**config.mk**
```make
export PLATFORM = sky130hd
export DESIGN_NAME = pnic_host_regs
export DESIGN_NICKNAME = d
export VERILOG_FILES = /design/src/rtl/pnic_pkg.sv /design/src/rtl/pnic_decode.sv /design/src/rtl/pnic_intctl.sv /design/src/rtl/pnic_rdmux.sv /design/src/rtl/pnic_host_regs.sv
export SDC_FILE = /design/constraint.sdc
export NUM_CORES = 1
export LEC_CHECK = 0
export BUFFER_PORTS_ARGS = -buffer_cell sky130_fd_sc_hd__clkbuf_2
export CELL_PAD_IN_SITES_DETAIL_PLACEMENT = 1
export CELL_PAD_IN_SITES_GLOBAL_PLACEMENT = 1
export CORE_MARGIN = 8
export CORE_UTILIZATION = 32
export DETAILED_ROUTE_END_ITERATION = 10
export GPL_TIMING_DRIVEN = 0
export MAX_ROUTING_LAYER = met4
export PLACE_DENSITY = 0.55
export REMOVE_ABC_BUFFERS = 1
export SETUP_SLACK_MARGIN = 0.1
export SYNTH_ARGS = -nofsm -noshare
export SYNTH_HDL_FRONTEND = slang
export SYNTH_SLANG_ARGS = --single-unit
export TNS_END_PERCENT = 50
```
**constraint.sdc**
```tcl
create_clock -name clk -period 3.7 [get_ports clk]
set_input_delay 0.925 -clock clk [delete_from_list [all_inputs] [get_ports clk]]
set_output_delay 0.925 -clock clk [all_outputs]
set_load 0.005 [all_outputs]
```
**src/rtl/pnic_pkg.sv**
```systemverilog
package pnic_pkg;
  localparam int unsigned BYTE_W  = 8;
  localparam int unsigned HOST_AW = 4;
  localparam int unsigned OFF_W   = HOST_AW + 2;
  localparam int unsigned WORD_W  = 2 * BYTE_W;

  typedef logic [BYTE_W-1:0] byte_t;
  typedef logic [OFF_W-1:0]  off_t;
  typedef logic [WORD_W-1:0] word_t;

  // command bit positions
  localparam int unsigned CMD_STOP   = 0;
  localparam int unsigned CMD_TRANS  = 2;
  localparam int unsigned CMD_RREAD  = 3;
  localparam int unsigned CMD_RWRITE = 4;

  // status bit positions
  localparam int unsigned ST_TX  = 1;
  localparam int unsigned ST_RDC = 6;
  localparam int unsigned ST_RST = 7;

  // effective offsets: {page, host address}
  localparam off_t OFF_RSTART = 6'h01;
  localparam off_t OFF_RSTOP  = 6'h02;
  localparam off_t OFF_BND    = 6'h03;
  localparam off_t OFF_TPAGE  = 6'h04;
  localparam off_t OFF_TLEN_L = 6'h05;
  localparam off_t OFF_TLEN_H = 6'h06;
  localparam off_t OFF_STAT   = 6'h07;
  localparam off_t OFF_RADR_L = 6'h08;
  localparam off_t OFF_RADR_H = 6'h09;
  localparam off_t OFF_RCNT_L = 6'h0A;
  localparam off_t OFF_RCNT_H = 6'h0B;
  localparam off_t OFF_RXCFG  = 6'h0C;
  localparam off_t OFF_DMACFG = 6'h0E;
  localparam off_t OFF_MASK   = 6'h0F;
  localparam off_t OFF_STA0   = 6'h11;
  localparam off_t OFF_CURPG  = 6'h17;
  localparam off_t OFF_HASH0  = 6'h18;
  localparam off_t OFF_P2_RS  = 6'h21;
  localparam off_t OFF_P2_RE  = 6'h22;
  localparam off_t OFF_P3_C2  = 6'h35;
  localparam off_t OFF_P3_C3  = 6'h36;

  localparam byte_t ID_LO_VAL = 8'h50;
  localparam byte_t ID_HI_VAL = 8'h43;
  localparam byte_t P3_VAL    = 8'h40;
  localparam byte_t CMD_RST   = 8'h01;
  localparam byte_t STAT_RST  = 8'h80;
  localparam byte_t TSR_DONE  = 8'h01;

  function automatic off_t eff_offset(input byte_t cmd, input logic [HOST_AW-1:0] a);
    return {cmd[BYTE_W-1 -: 2], a};
  endfunction

  function automatic word_t page_to_addr(input byte_t pg);
    return {pg, {BYTE_W{1'b0}}};
  endfunction

  function automatic word_t put_lane(input word_t w, input logic hi, input byte_t b);
    return hi ? {b, w[BYTE_W-1:0]} : {w[WORD_W-1:BYTE_W], b};
  endfunction

  function automatic logic irq_level(input byte_t st, input byte_t mk);
    return |(st & mk & 8'h7F);
  endfunction

  function automatic byte_t stat_step(input byte_t cur, input byte_t clr, input byte_t set);
    return (cur & ~clr) | set;
  endfunction
endpackage

```
**src/rtl/pnic_decode.sv**
```systemverilog
module pnic_decode
  import pnic_pkg::*;
(
  input  byte_t                cmd_q,
  input  logic [HOST_AW-1:0]   addr,
  input  logic                 wr_en,
  output off_t                 off,
  output logic                 cmd_wr,
  output logic                 reg_wr
);
  always_comb begin
    off    = eff_offset(cmd_q, addr);
    cmd_wr = wr_en && (addr == '0);
    reg_wr = wr_en && (addr != '0);
  end
endmodule

```
**src/rtl/pnic_intctl.sv**
```systemverilog
module pnic_intctl
  import pnic_pkg::*;
(
  input  logic       clk,
  input  logic       rst_n,
  input  logic       clr_wr,
  input  logic [6:0] clr_bits,
  input  logic       mask_wr,
  input  byte_t      mask_val,
  input  logic       rst_bit_clr,
  input  logic [6:0] set_bits,
  output byte_t      stat_q,
  output logic       irq
);
  byte_t mask_q;
  byte_t clr_vec;
  byte_t set_vec;

  always_comb begin
    clr_vec = clr_wr ? {1'b0, clr_bits} : '0;
    clr_vec[ST_RST] = rst_bit_clr;
    set_vec = {1'b0, set_bits};
  end

  always_ff @(posedge clk or negedge rst_n) begin
    if (!rst_n) begin
      stat_q <= STAT_RST;
      mask_q <= '0;
    end else begin
      stat_q <= stat_step(stat_q, clr_vec, set_vec);
      if (mask_wr) mask_q <= mask_val;
    end
  end

  assign irq = irq_level(stat_q, mask_q);

  // ones written clear their bits unless an event sets them together
  p_clear_ones_r7: assert property (@(posedge clk) disable iff (!rst_n)
    clr_wr |=> ((stat_q[6:0] & $past(clr_bits & ~set_bits)) == 7'd0));

  // the reset bit survives everything except a running command write
  p_rstbit_hold_r7: assert property (@(posedge clk) disable iff (!rst_n)
    (stat_q[ST_RST] && !rst_bit_clr) |=> stat_q[ST_RST]);

  // a running command write drops the reset bit
  p_rstbit_drop_r8: assert property (@(posedge clk) disable iff (!rst_n)
    rst_bit_clr |=> !stat_q[ST_RST]);

  // the reset bit is only ever set by reset
  p_rstbit_no_rise_r12: assert property (@(posedge clk) disable iff (!rst_n)
    !$rose(stat_q[ST_RST]));

  // an empty low mask keeps the line low
  p_mask_off_r6: assert property (@(posedge clk) disable iff (!rst_n)
    (mask_q[6:0] == 7'd0) |-> !irq);
endmodule

```
**src/rtl/pnic_rdmux.sv**
```systemverilog
module pnic_rdmux
  import pnic_pkg::*;
#(
  parameter int unsigned STA_BYTES  = 6,
  parameter int unsigned HASH_BYTES = 8
) (
  input  off_t                   off,
  input  byte_t                  cmd_q,
  input  byte_t                  rstart_q,
  input  byte_t                  rstop_q,
  input  byte_t                  bnd_q,
  input  byte_t                  tsr_q,
  input  byte_t                  stat_q,
  input  word_t                  radr_q,
  input  byte_t                  curpg_q,
  input  byte_t [STA_BYTES-1:0]  sta_q,
  input  byte_t [HASH_BYTES-1:0] hash_q,
  output byte_t                  rdata
);
  always_comb begin
    rdata = '0;
    unique case (off)
      OFF_BND:    rdata = bnd_q;
      OFF_TPAGE:  rdata = tsr_q;
      OFF_STAT:   rdata = stat_q;
      OFF_RADR_L: rdata = radr_q[BYTE_W-1:0];
      OFF_RADR_H: rdata = radr_q[WORD_W-1:BYTE_W];
      OFF_RCNT_L: rdata = ID_LO_VAL;
      OFF_RCNT_H: rdata = ID_HI_VAL;
      OFF_CURPG:  rdata = curpg_q;
      OFF_P2_RS:  rdata = rstart_q;
      OFF_P2_RE:  rdata = rstop_q;
      OFF_P3_C2:  rdata = P3_VAL;
      OFF_P3_C3:  rdata = P3_VAL;
      default:    rdata = '0;
    endcase
    for (int i = 0; i < int'(STA_BYTES); i++)
      if (off == off_t'(int'(OFF_STA0) + i)) rdata = sta_q[i];
    for (int i = 0; i < int'(HASH_BYTES); i++)
      if (off == off_t'(int'(OFF_HASH0) + i)) rdata = hash_q[i];
    if (off[HOST_AW-1:0] == '0) rdata = cmd_q;
  end
endmodule

```
**src/rtl/pnic_host_regs.sv**
```systemverilog
module pnic_host_regs
  import pnic_pkg::*;
#(
  parameter int unsigned STA_BYTES  = 6,
  parameter int unsigned HASH_BYTES = 8
) (
  input  logic        clk,
  input  logic        rst_n,
  input  logic        wr_en,
  input  logic [3:0]  addr,
  input  logic [7:0]  wdata,
  input  logic [6:0]  evt_set,
  output logic [7:0]  rdata,
  output logic        irq,
  output logic        tx_req,
  output logic [15:0] tx_addr,
  output logic [15:0] tx_len,
  output logic [15:0] ring_start_addr,
  output logic [15:0] ring_stop_addr,
  output logic [7:0]  rx_cfg,
  output logic [7:0]  dma_cfg
);
  byte_t cmd_q, rstart_q, rstop_q, bnd_q, tpage_q, tsr_q, curpg_q, stat_q;
  byte_t rxcfg_q, dmacfg_q;
  word_t tlen_q, radr_q, rcnt_q;
  byte_t [STA_BYTES-1:0]  sta_q;
  byte_t [HASH_BYTES-1:0] hash_q;

  off_t off;
  logic cmd_wr, reg_wr;

  // named internal events
  logic cmd_run, tx_fire, rdc_fire;
  logic [6:0] set_bits;

  pnic_decode u_dec (
    .cmd_q (cmd_q), .addr (addr), .wr_en (wr_en),
    .off (off), .cmd_wr (cmd_wr), .reg_wr (reg_wr)
  );

  always_comb begin
    cmd_run  = cmd_wr && !wdata[CMD_STOP];
    tx_fire  = cmd_run && wdata[CMD_TRANS];
    rdc_fire = cmd_run && (wdata[CMD_RREAD] || wdata[CMD_RWRITE]) && (rcnt_q == '0);
    set_bits = evt_set;
    set_bits[ST_TX]  = set_bits[ST_TX]  | tx_fire;
    set_bits[ST_RDC] = set_bits[ST_RDC] | rdc_fire;
  end

  pnic_intctl u_int (
    .clk (clk), .rst_n (rst_n),
    .clr_wr (reg_wr && off == OFF_STAT), .clr_bits (wdata[6:0]),
    .mask_wr (reg_wr && off == OFF_MASK), .mask_val (wdata),
    .rst_bit_clr (cmd_run), .set_bits (set_bits),
    .stat_q (stat_q), .irq (irq)
  );

  always_ff @(posedge clk or negedge rst_n) begin
    if (!rst_n) begin
      cmd_q    <= CMD_RST;
      rstart_q <= '0;
      rstop_q  <= '0;
      bnd_q    <= '0;
      tpage_q  <= '0;
      tsr_q    <= '0;
      curpg_q  <= '0;
      rxcfg_q  <= '0;
      dmacfg_q <= '0;
      tlen_q   <= '0;
      radr_q   <= '0;
      rcnt_q   <= '0;
      tx_req   <= 1'b0;
      tx_addr  <= '0;
      tx_len   <= '0;
    end else begin
      tx_req <= tx_fire;
      if (cmd_wr) begin
        cmd_q <= wdata;
        if (tx_fire) cmd_q[CMD_TRANS] <= 1'b0;
      end
      if (tx_fire) begin
        tx_addr <= page_to_addr(tpage_q);
        tx_len  <= tlen_q;
        tsr_q   <= TSR_DONE;
      end
      if (reg_wr) begin
        unique case (off)
          OFF_RSTART: rstart_q <= wdata;
          OFF_RSTOP:  rstop_q  <= wdata;
          OFF_BND:    bnd_q    <= wdata;
          OFF_TPAGE:  tpage_q  <= wdata;
          OFF_TLEN_L: tlen_q   <= put_lane(tlen_q, 1'b0, wdata);
          OFF_TLEN_H: tlen_q   <= put_lane(tlen_q, 1'b1, wdata);
          OFF_RADR_L: radr_q   <= put_lane(radr_q, 1'b0, wdata);
          OFF_RADR_H: radr_q   <= put_lane(radr_q, 1'b1, wdata);
          OFF_RCNT_L: rcnt_q   <= put_lane(rcnt_q, 1'b0, wdata);
          OFF_RCNT_H: rcnt_q   <= put_lane(rcnt_q, 1'b1, wdata);
          OFF_RXCFG:  rxcfg_q  <= wdata;
          OFF_DMACFG: dmacfg_q <= wdata;
          OFF_CURPG:  curpg_q  <= wdata;
          default: ;
        endcase
      end
    end
  end

  for (genvar g = 0; g < int'(STA_BYTES); g++) begin : g_sta
    localparam off_t SLOT = off_t'(int'(OFF_STA0) + g);
    always_ff @(posedge clk or negedge rst_n) begin
      if (!rst_n) sta_q[g] <= '0;
      else if (reg_wr && off == SLOT) sta_q[g] <= wdata;
    end
  end

  for (genvar g = 0; g < int'(HASH_BYTES); g++) begin : g_hash
    localparam off_t SLOT = off_t'(int'(OFF_HASH0) + g);
    always_ff @(posedge clk or negedge rst_n) begin
      if (!rst_n) hash_q[g] <= '0;
      else if (reg_wr && off == SLOT) hash_q[g] <= wdata;
    end
  end

  pnic_rdmux #(.STA_BYTES (STA_BYTES), .HASH_BYTES (HASH_BYTES)) u_rd (
    .off (off), .cmd_q (cmd_q), .rstart_q (rstart_q), .rstop_q (rstop_q),
    .bnd_q (bnd_q), .tsr_q (tsr_q), .stat_q (stat_q), .radr_q (radr_q),
    .curpg_q (curpg_q), .sta_q (sta_q), .hash_q (hash_q), .rdata (rdata)
  );

  assign ring_start_addr = page_to_addr(rstart_q);
  assign ring_stop_addr  = page_to_addr(rstop_q);
  assign rx_cfg          = rxcfg_q;
  assign dma_cfg         = dmacfg_q;

  // a running transmit command yields the pulse, the status bit and a cleared command bit
  p_tx_pulse_r10: assert property (@(posedge clk) disable iff (!rst_n)
    tx_fire |=> (tx_req && stat_q[ST_TX] && !cmd_q[CMD_TRANS] && tsr_q == TSR_DONE));

  // the request carries the page and length held before it
  p_tx_fields_r10: assert property (@(posedge clk) disable iff (!rst_n)
    tx_fire |=> (tx_len == $past(tlen_q) && tx_addr == {$past(tpage_q), 8'h00}));

  // a stopped command never requests a transmit
  p_stop_no_tx_r11: assert property (@(posedge clk) disable iff (!rst_n)
    (cmd_wr && wdata[CMD_STOP]) |=> !tx_req);

  // remote request with zero count raises the DMA-done bit
  p_rdc_set_r9: assert property (@(posedge clk) disable iff (!rst_n)
    rdc_fire |=> stat_q[ST_RDC]);
endmodule

```
; ---- After elaboration in Yosys (flattened, before gate mapping)
; Cells that the tools add are included.
[totals]
in_bits = 22
output_inout_bits = 90
word_cells = 142
reg_bits = 265
[classes]
eq_ne = 33
bitwise_logic = 12
reduce_logical = 42
mux = 21
[op_table]
columns = cell, n
row1 = $mux 8, 15
row2 = $pmux 16 s2, 3
row3 = $eq 6x5->1 const B, 15
row4 = $pmux 8 s11, 1
row5 = $eq 6x4->1 const B, 7
row6 = $eq 6x3->1 const B, 4
row7 = $eq 6x6->1 const B, 4
row8 = $logic_and 1x1->1, 22
row9 = $reduce_and 3->1, 6
row10 = $logic_not 16->1, 1
row11 = $reduce_and 2->1, 7
row12 = $eq 6x2->1 const B, 2
row13 = $and 8x8->8, 1
row14 = $not 8->8, 1
row15 = $or 8x7->8, 1
row16 = $and 7x7->7, 1
row17 = $mux 7, 1
row18 = $reduce_or 7->1, 1
row19 = $eq 6x1->1 const B, 1
row20 = $not 1->1, 6
row21 = $logic_not 4->1, 1
row22 = $reduce_bool 4->1, 1
row23 = $or 1x1->1, 2
row24 = $reduce_or 2->1, 1
row25 = 3 further kinds, 3

; ---- Depth between registers and ports, before layout
[logic_depth]
depth_word = 18
depth_mapped = 10
depth_no_buf = 6

; ---- Hierarchy
; A second synthesis with hierarchy kept.
[unflattened]
cells_unflattened = 970
hier_area_um2 = 12582.1
[by_module_without_submodules]
columns = mod, cells_per_inst, seq_area_each_um2, area_each_um2, instances
row1 = pnic_host_regs, 621, 6257.3, 9905.8, 1
row2 = pnic_rdmux, 298, 0.0, 1998.2, 1
row3 = pnic_intctl, 42, 376.6, 608.1, 1
row4 = pnic_decode, 9, 0.0, 70.1, 1

; ---- Least setup slack after synthesis
; OpenSTA, ideal clock, no wires.
[synth_path]
kind = input -> output
start = input addr[2]
end = output rdata[5]
cell_stages = 6
required_ns = 2.775
t_arrival_ns = 2.386
n_path_buf = 1
setup_slack_ns = 0.389
cell_sequence = or4b_1 > buf_2 > nor2_1 > a221o_1 > a2111oi_0 > o32ai_1
[synth_via]
elab_chain_cells = 18
word_cells_on_any_way = 44
classes_between = 26 x eq/ne / 16 x mux / 2 x reduce/logical
[synth_rtl]
columns = item, line
row1 = start: declaration, pnic_host_regs.sv:10  ; input logic [3:0] addr,
row2 = $eq 6x6->1, pnic_rdmux.sv:22  ; unique case (off)
row3 = $reduce_or 2->1 (no source line), -
row4 = $pmux 8 s11, pnic_rdmux.sv:22
row5 = $mux 8 (6 in a row), pnic_rdmux.sv:38  ; if (off == off_t'(int'(OFF_STA0) + i)) rdata = sta_q[i];
row6 = $mux 8 (8 in a row), pnic_rdmux.sv:40  ; if (off == off_t'(int'(OFF_HASH0) + i)) rdata = hash_q[i];
row7 = $mux 8 *, pnic_rdmux.sv:41  ; if (off[HOST_AW-1:0] == '0) rdata = cmd_q;
row8 = end: declaration, pnic_host_regs.sv:13  ; output logic [7:0] rdata,
; Mark *: on every way between the ends. The rest lies on a longest branch, timed or not.

; ---- Final worst setup path
[layout_path]
start = input addr[2]
end = output rdata[4]
; The elaborated chain is that of the path after synthesis.

==> flow_summary_export.csv <==
group,metric,value,unit
yosys,ys.flop_type,"dfrtp_1",
sta,rsz0062_at_grt,"yes",
place,place.gp.congestion,0.827,
sta,drv_slew,0,
final_layout,seqCellArea,6640,µm²
global_routing,grt_pass1_wl,62600,µm
route,drc,0,
clock_network,cts_sinks,265,
yosys,yosysMostFrequentCell,"dfrtp_1",
pwr,powerDensity,559,nW/µm²
pwr,swShare,27.4,%
floorplan,coreArea,38500,µm²
final_layout,post-route-util,40.3,%
yosys,synth-edff-count,0,
clock_network,clock_path_buffers,3,
sta,worst_slack,-0.191,ns
setup_path,critPathLaunchType,"input pin",
route,antenna_left,0,
floorplan,die_height,213,µm
yosys,yosysWarningCount,0,
pwr,leakage,0.00707,µW
sta,whs,0.440,ns
pwr,p_int,6280,µW
pwr,p_switching,2370,µW
setup_path,path_class,"in -> out",
yosys,ys_top_cells_by_area,"dfrtp_1 53%, mux2_2 22%, nand2_1 2.6%, o21ai_0 2.1%, buf_4 1.9%",
pwr,pwr-share-clk,38.6,%
sta,tns,-0.960,ns
yosys,synthArstFlopShare,100,%
global_routing,grt-ovfl-total,0,
yosys,synth_cells,1006,
yosys,seq_area_frac_synth,53.5,%
route,drt_iter0_drc,594,
sta,post-route-period-util,105,%
setup_path,critical_path.endpoint_type,"output port",
yosys,synth_area_per_cell,12.3,µm²
floorplan,dieArea,45300,µm²
yosys,syn_area,12400,µm²
route,wl_per_cell,25.5,µm
floorplan,die-width,213,µm
sta,relSlewSlack,17.5,%
outcome,status,"complete, but fails checks",
setup_path,reg2reg_slack,1.06,ns
yosys,synth_common_cells,"263 x dfrtp_1, 238 x mux2_2, 85 x nand2_1, 53 x o21ai_0, 39 x clkbuf_1",
clock_network,path_clk_slew,0.05,ns
setup_path,cp_max_fo,7,
global_routing,antenna_found_initial,0,
yosys,synth_top_area_cell,"dfrtp_1",
final_layout,instances_no_fill,1669,
clock_network,h-tree-depth,2,
sta,worst_pin_slew,1.23,ns
floorplan,num_rows,72,
floorplan,io_pins,112,
yosys,synth_top_area_share,53.1,%
route,wl,42500,µm
global_routing,grt_pass1_vias,9341,
yosys,synth.ff_latch_count,265,
clock_network,root_buffer,"clkbuf_16",
sta,hold_violations,0,
outcome,violations,"setup timing",
setup_path,r2r-end,"radr_q[8]$_DFFE_PN0P_",
clock_network,cts_tree,"built",
clock_network,cts-buffers-inserted,34,
sta,setup_violations,7,
floorplan,initial_core_util,32.2,%
final_layout,multiInputGateArea,5760,µm²
final_layout,nets,1150,
route,dr_total_vias,8845,
global_routing,grt_max_degree,105,
setup_path,worst_ep_arrival_time,2.97,ns
pwr,p_total,8660,µW
place,portBuffers,87,
yosys,synthDistinctLibCells,72,
place,dp_hpwl,24700,µm
hold_path,hold_path_class,"in -> async",
setup_path,reg2regPathDepth,7,
sta,skew,0.0232,ns
pwr,ir_worst_vdd,0.291,mV
place,dp.cells,1539,
pwr,comb_power_share,17.7,%
final_layout,drive_gt1_share,48.3,%
sta,fmaxAchievable,0.257,GHz
global_routing,grt_usage,18.9,%
route,viasPerCell,5.30,
sta,period_needed,3.89,ns
clock_network,clk_latency,0.52,ns
run,maxCapViolCount,0,
route,firstDrtPassIters,6,
final_layout,fillers,4044,
final_layout,area_growth,24.9,%
setup_path,critPathRequiredTime,2.77,ns
pwr,p_seq_share,43.7,%
setup_path,r2r_start,"cmd_q[7]$_DFFE_PN0P_",
[critical path, cell delays in order]
cell and delay (ns):
clkbuf_16 0.14, buf_12 0.14, buf_4 0.14, nor4b_4 0.43, buf_4 0.21, and3_1 0.21, a2111oi_4 0.06, a41oi_2 0.26
nor4_4 0.11, o21ai_2 0.20, buf_2 0.14
[power groups by stage]
stage	Clock, µW	Combinational, µW	Sequential, µW
3_3_place_gp	0	1200	3820
2_1_floorplan	0	723	3730
5_1_grt	3540	1660	3860
3_5_place_dp	0	1250	3840
4_1_cts	3430	1430	3780
6_report	3340	1530	3790
[logic make-up after synthesis]
family,Yosys count,synth area share [%]
multiplexers,253,23.2
AND/OR/NAND/NOR,214,9.66
flip-flops,265,53.5
other,1,0.0302
buffers and inverters,104,4.47
AO/OA/AOI/OAI,169,9.10
[cell type report]
cell class / count / share of cell area, %
Clock buffer: 48 / 6.49
Sequential cell: 265 / 42.9
Timing Repair Buffer: 164 / 8.43
Antenna cell: 1 / 0.0162
Tap cell: 518 / 4.18
Clock inverter: 10 / 0.767
Inverter: 3 / 0.0727
Multi-Input combinational cell: 660 / 37.2
[state kept, by name, indices dropped and copies added (netlist names), 16 cells and up]
signal and flops:
rcnt_q 16, tx_len 16, tlen_q 16, radr_q 16
hash_q 64, sta_q 48
[layout by cell type, fill, tap and decap left out, types with 5 or more instances in the layout]
cell / count
a22o_1: 7
clkinv_2: 6
conb_1: 24
and3_1: 8
clkbuf_1: 5
nor2_4: 9
buf_6: 8
nor3_1: 5
nand2_2: 6
clkbuf_8: 11
nor3_4: 5
clkbuf_2: 77
clkbuf_16: 39
nand2_1: 79
a31oi_1: 5
nor2_1: 20
nor4_1: 5
buf_2: 5
dfrtp_1: 261
a32oi_1: 7
nor2_2: 10
buf_12: 5
a21oi_1: 21
o211ai_1: 5
a22oi_1: 12
buf_4: 54
a21o_1: 6
nand3_1: 15
o21ai_0: 48
mux2i_1: 11
mux2_2: 238
buf_8: 5
[routing by layer]
metal	wire, µm	track usage (%)
met2	20000	29.6
met1	19600	25.8
met4	936	4.55
met5	0	-
met3	1910	2.66
[stage by stage]
step	setup WS, ns	instance area, µm²
floorplan	0.356	11900
global placement	-4.32	13000
detailed placement	-2.00	13200
CTS	-0.140	15000
global route	-0.248	15500
finish	-0.191	15500
[how the worst max path moves through the flow]
stage                                    start                       to  slack (ns)
final                                  addr[2]                 rdata[4]       -0.19
after global routing      cmd_q[6]$_DFFE_PN0P_                 rdata[4]       -0.25
after CTS                 cmd_q[7]$_DFFE_PN0P_                 rdata[3]       -0.14
after detailed placement               addr[1]   hash_q[32]$_DFFE_PN0P_       -2.00
after global placement                   rst_n   dma_cfg[3]$_DFFE_PN0P_       -4.32
after floorplan                        addr[1]  tx_addr[10]$_DFFE_PN0P_        0.36
[what timing repair did]
item / CTS / global route
hold buffers: 0 / 0
pin swaps: 23 / 33
hold endpoints to repair: 0 / 0
gates cloned: 2 / 3
setup buffers: 28 / 38
gates resized for setup: 89 / 37
endpoints found under the setup margin: 209 / 12
(Power assumes the default switching activity.)
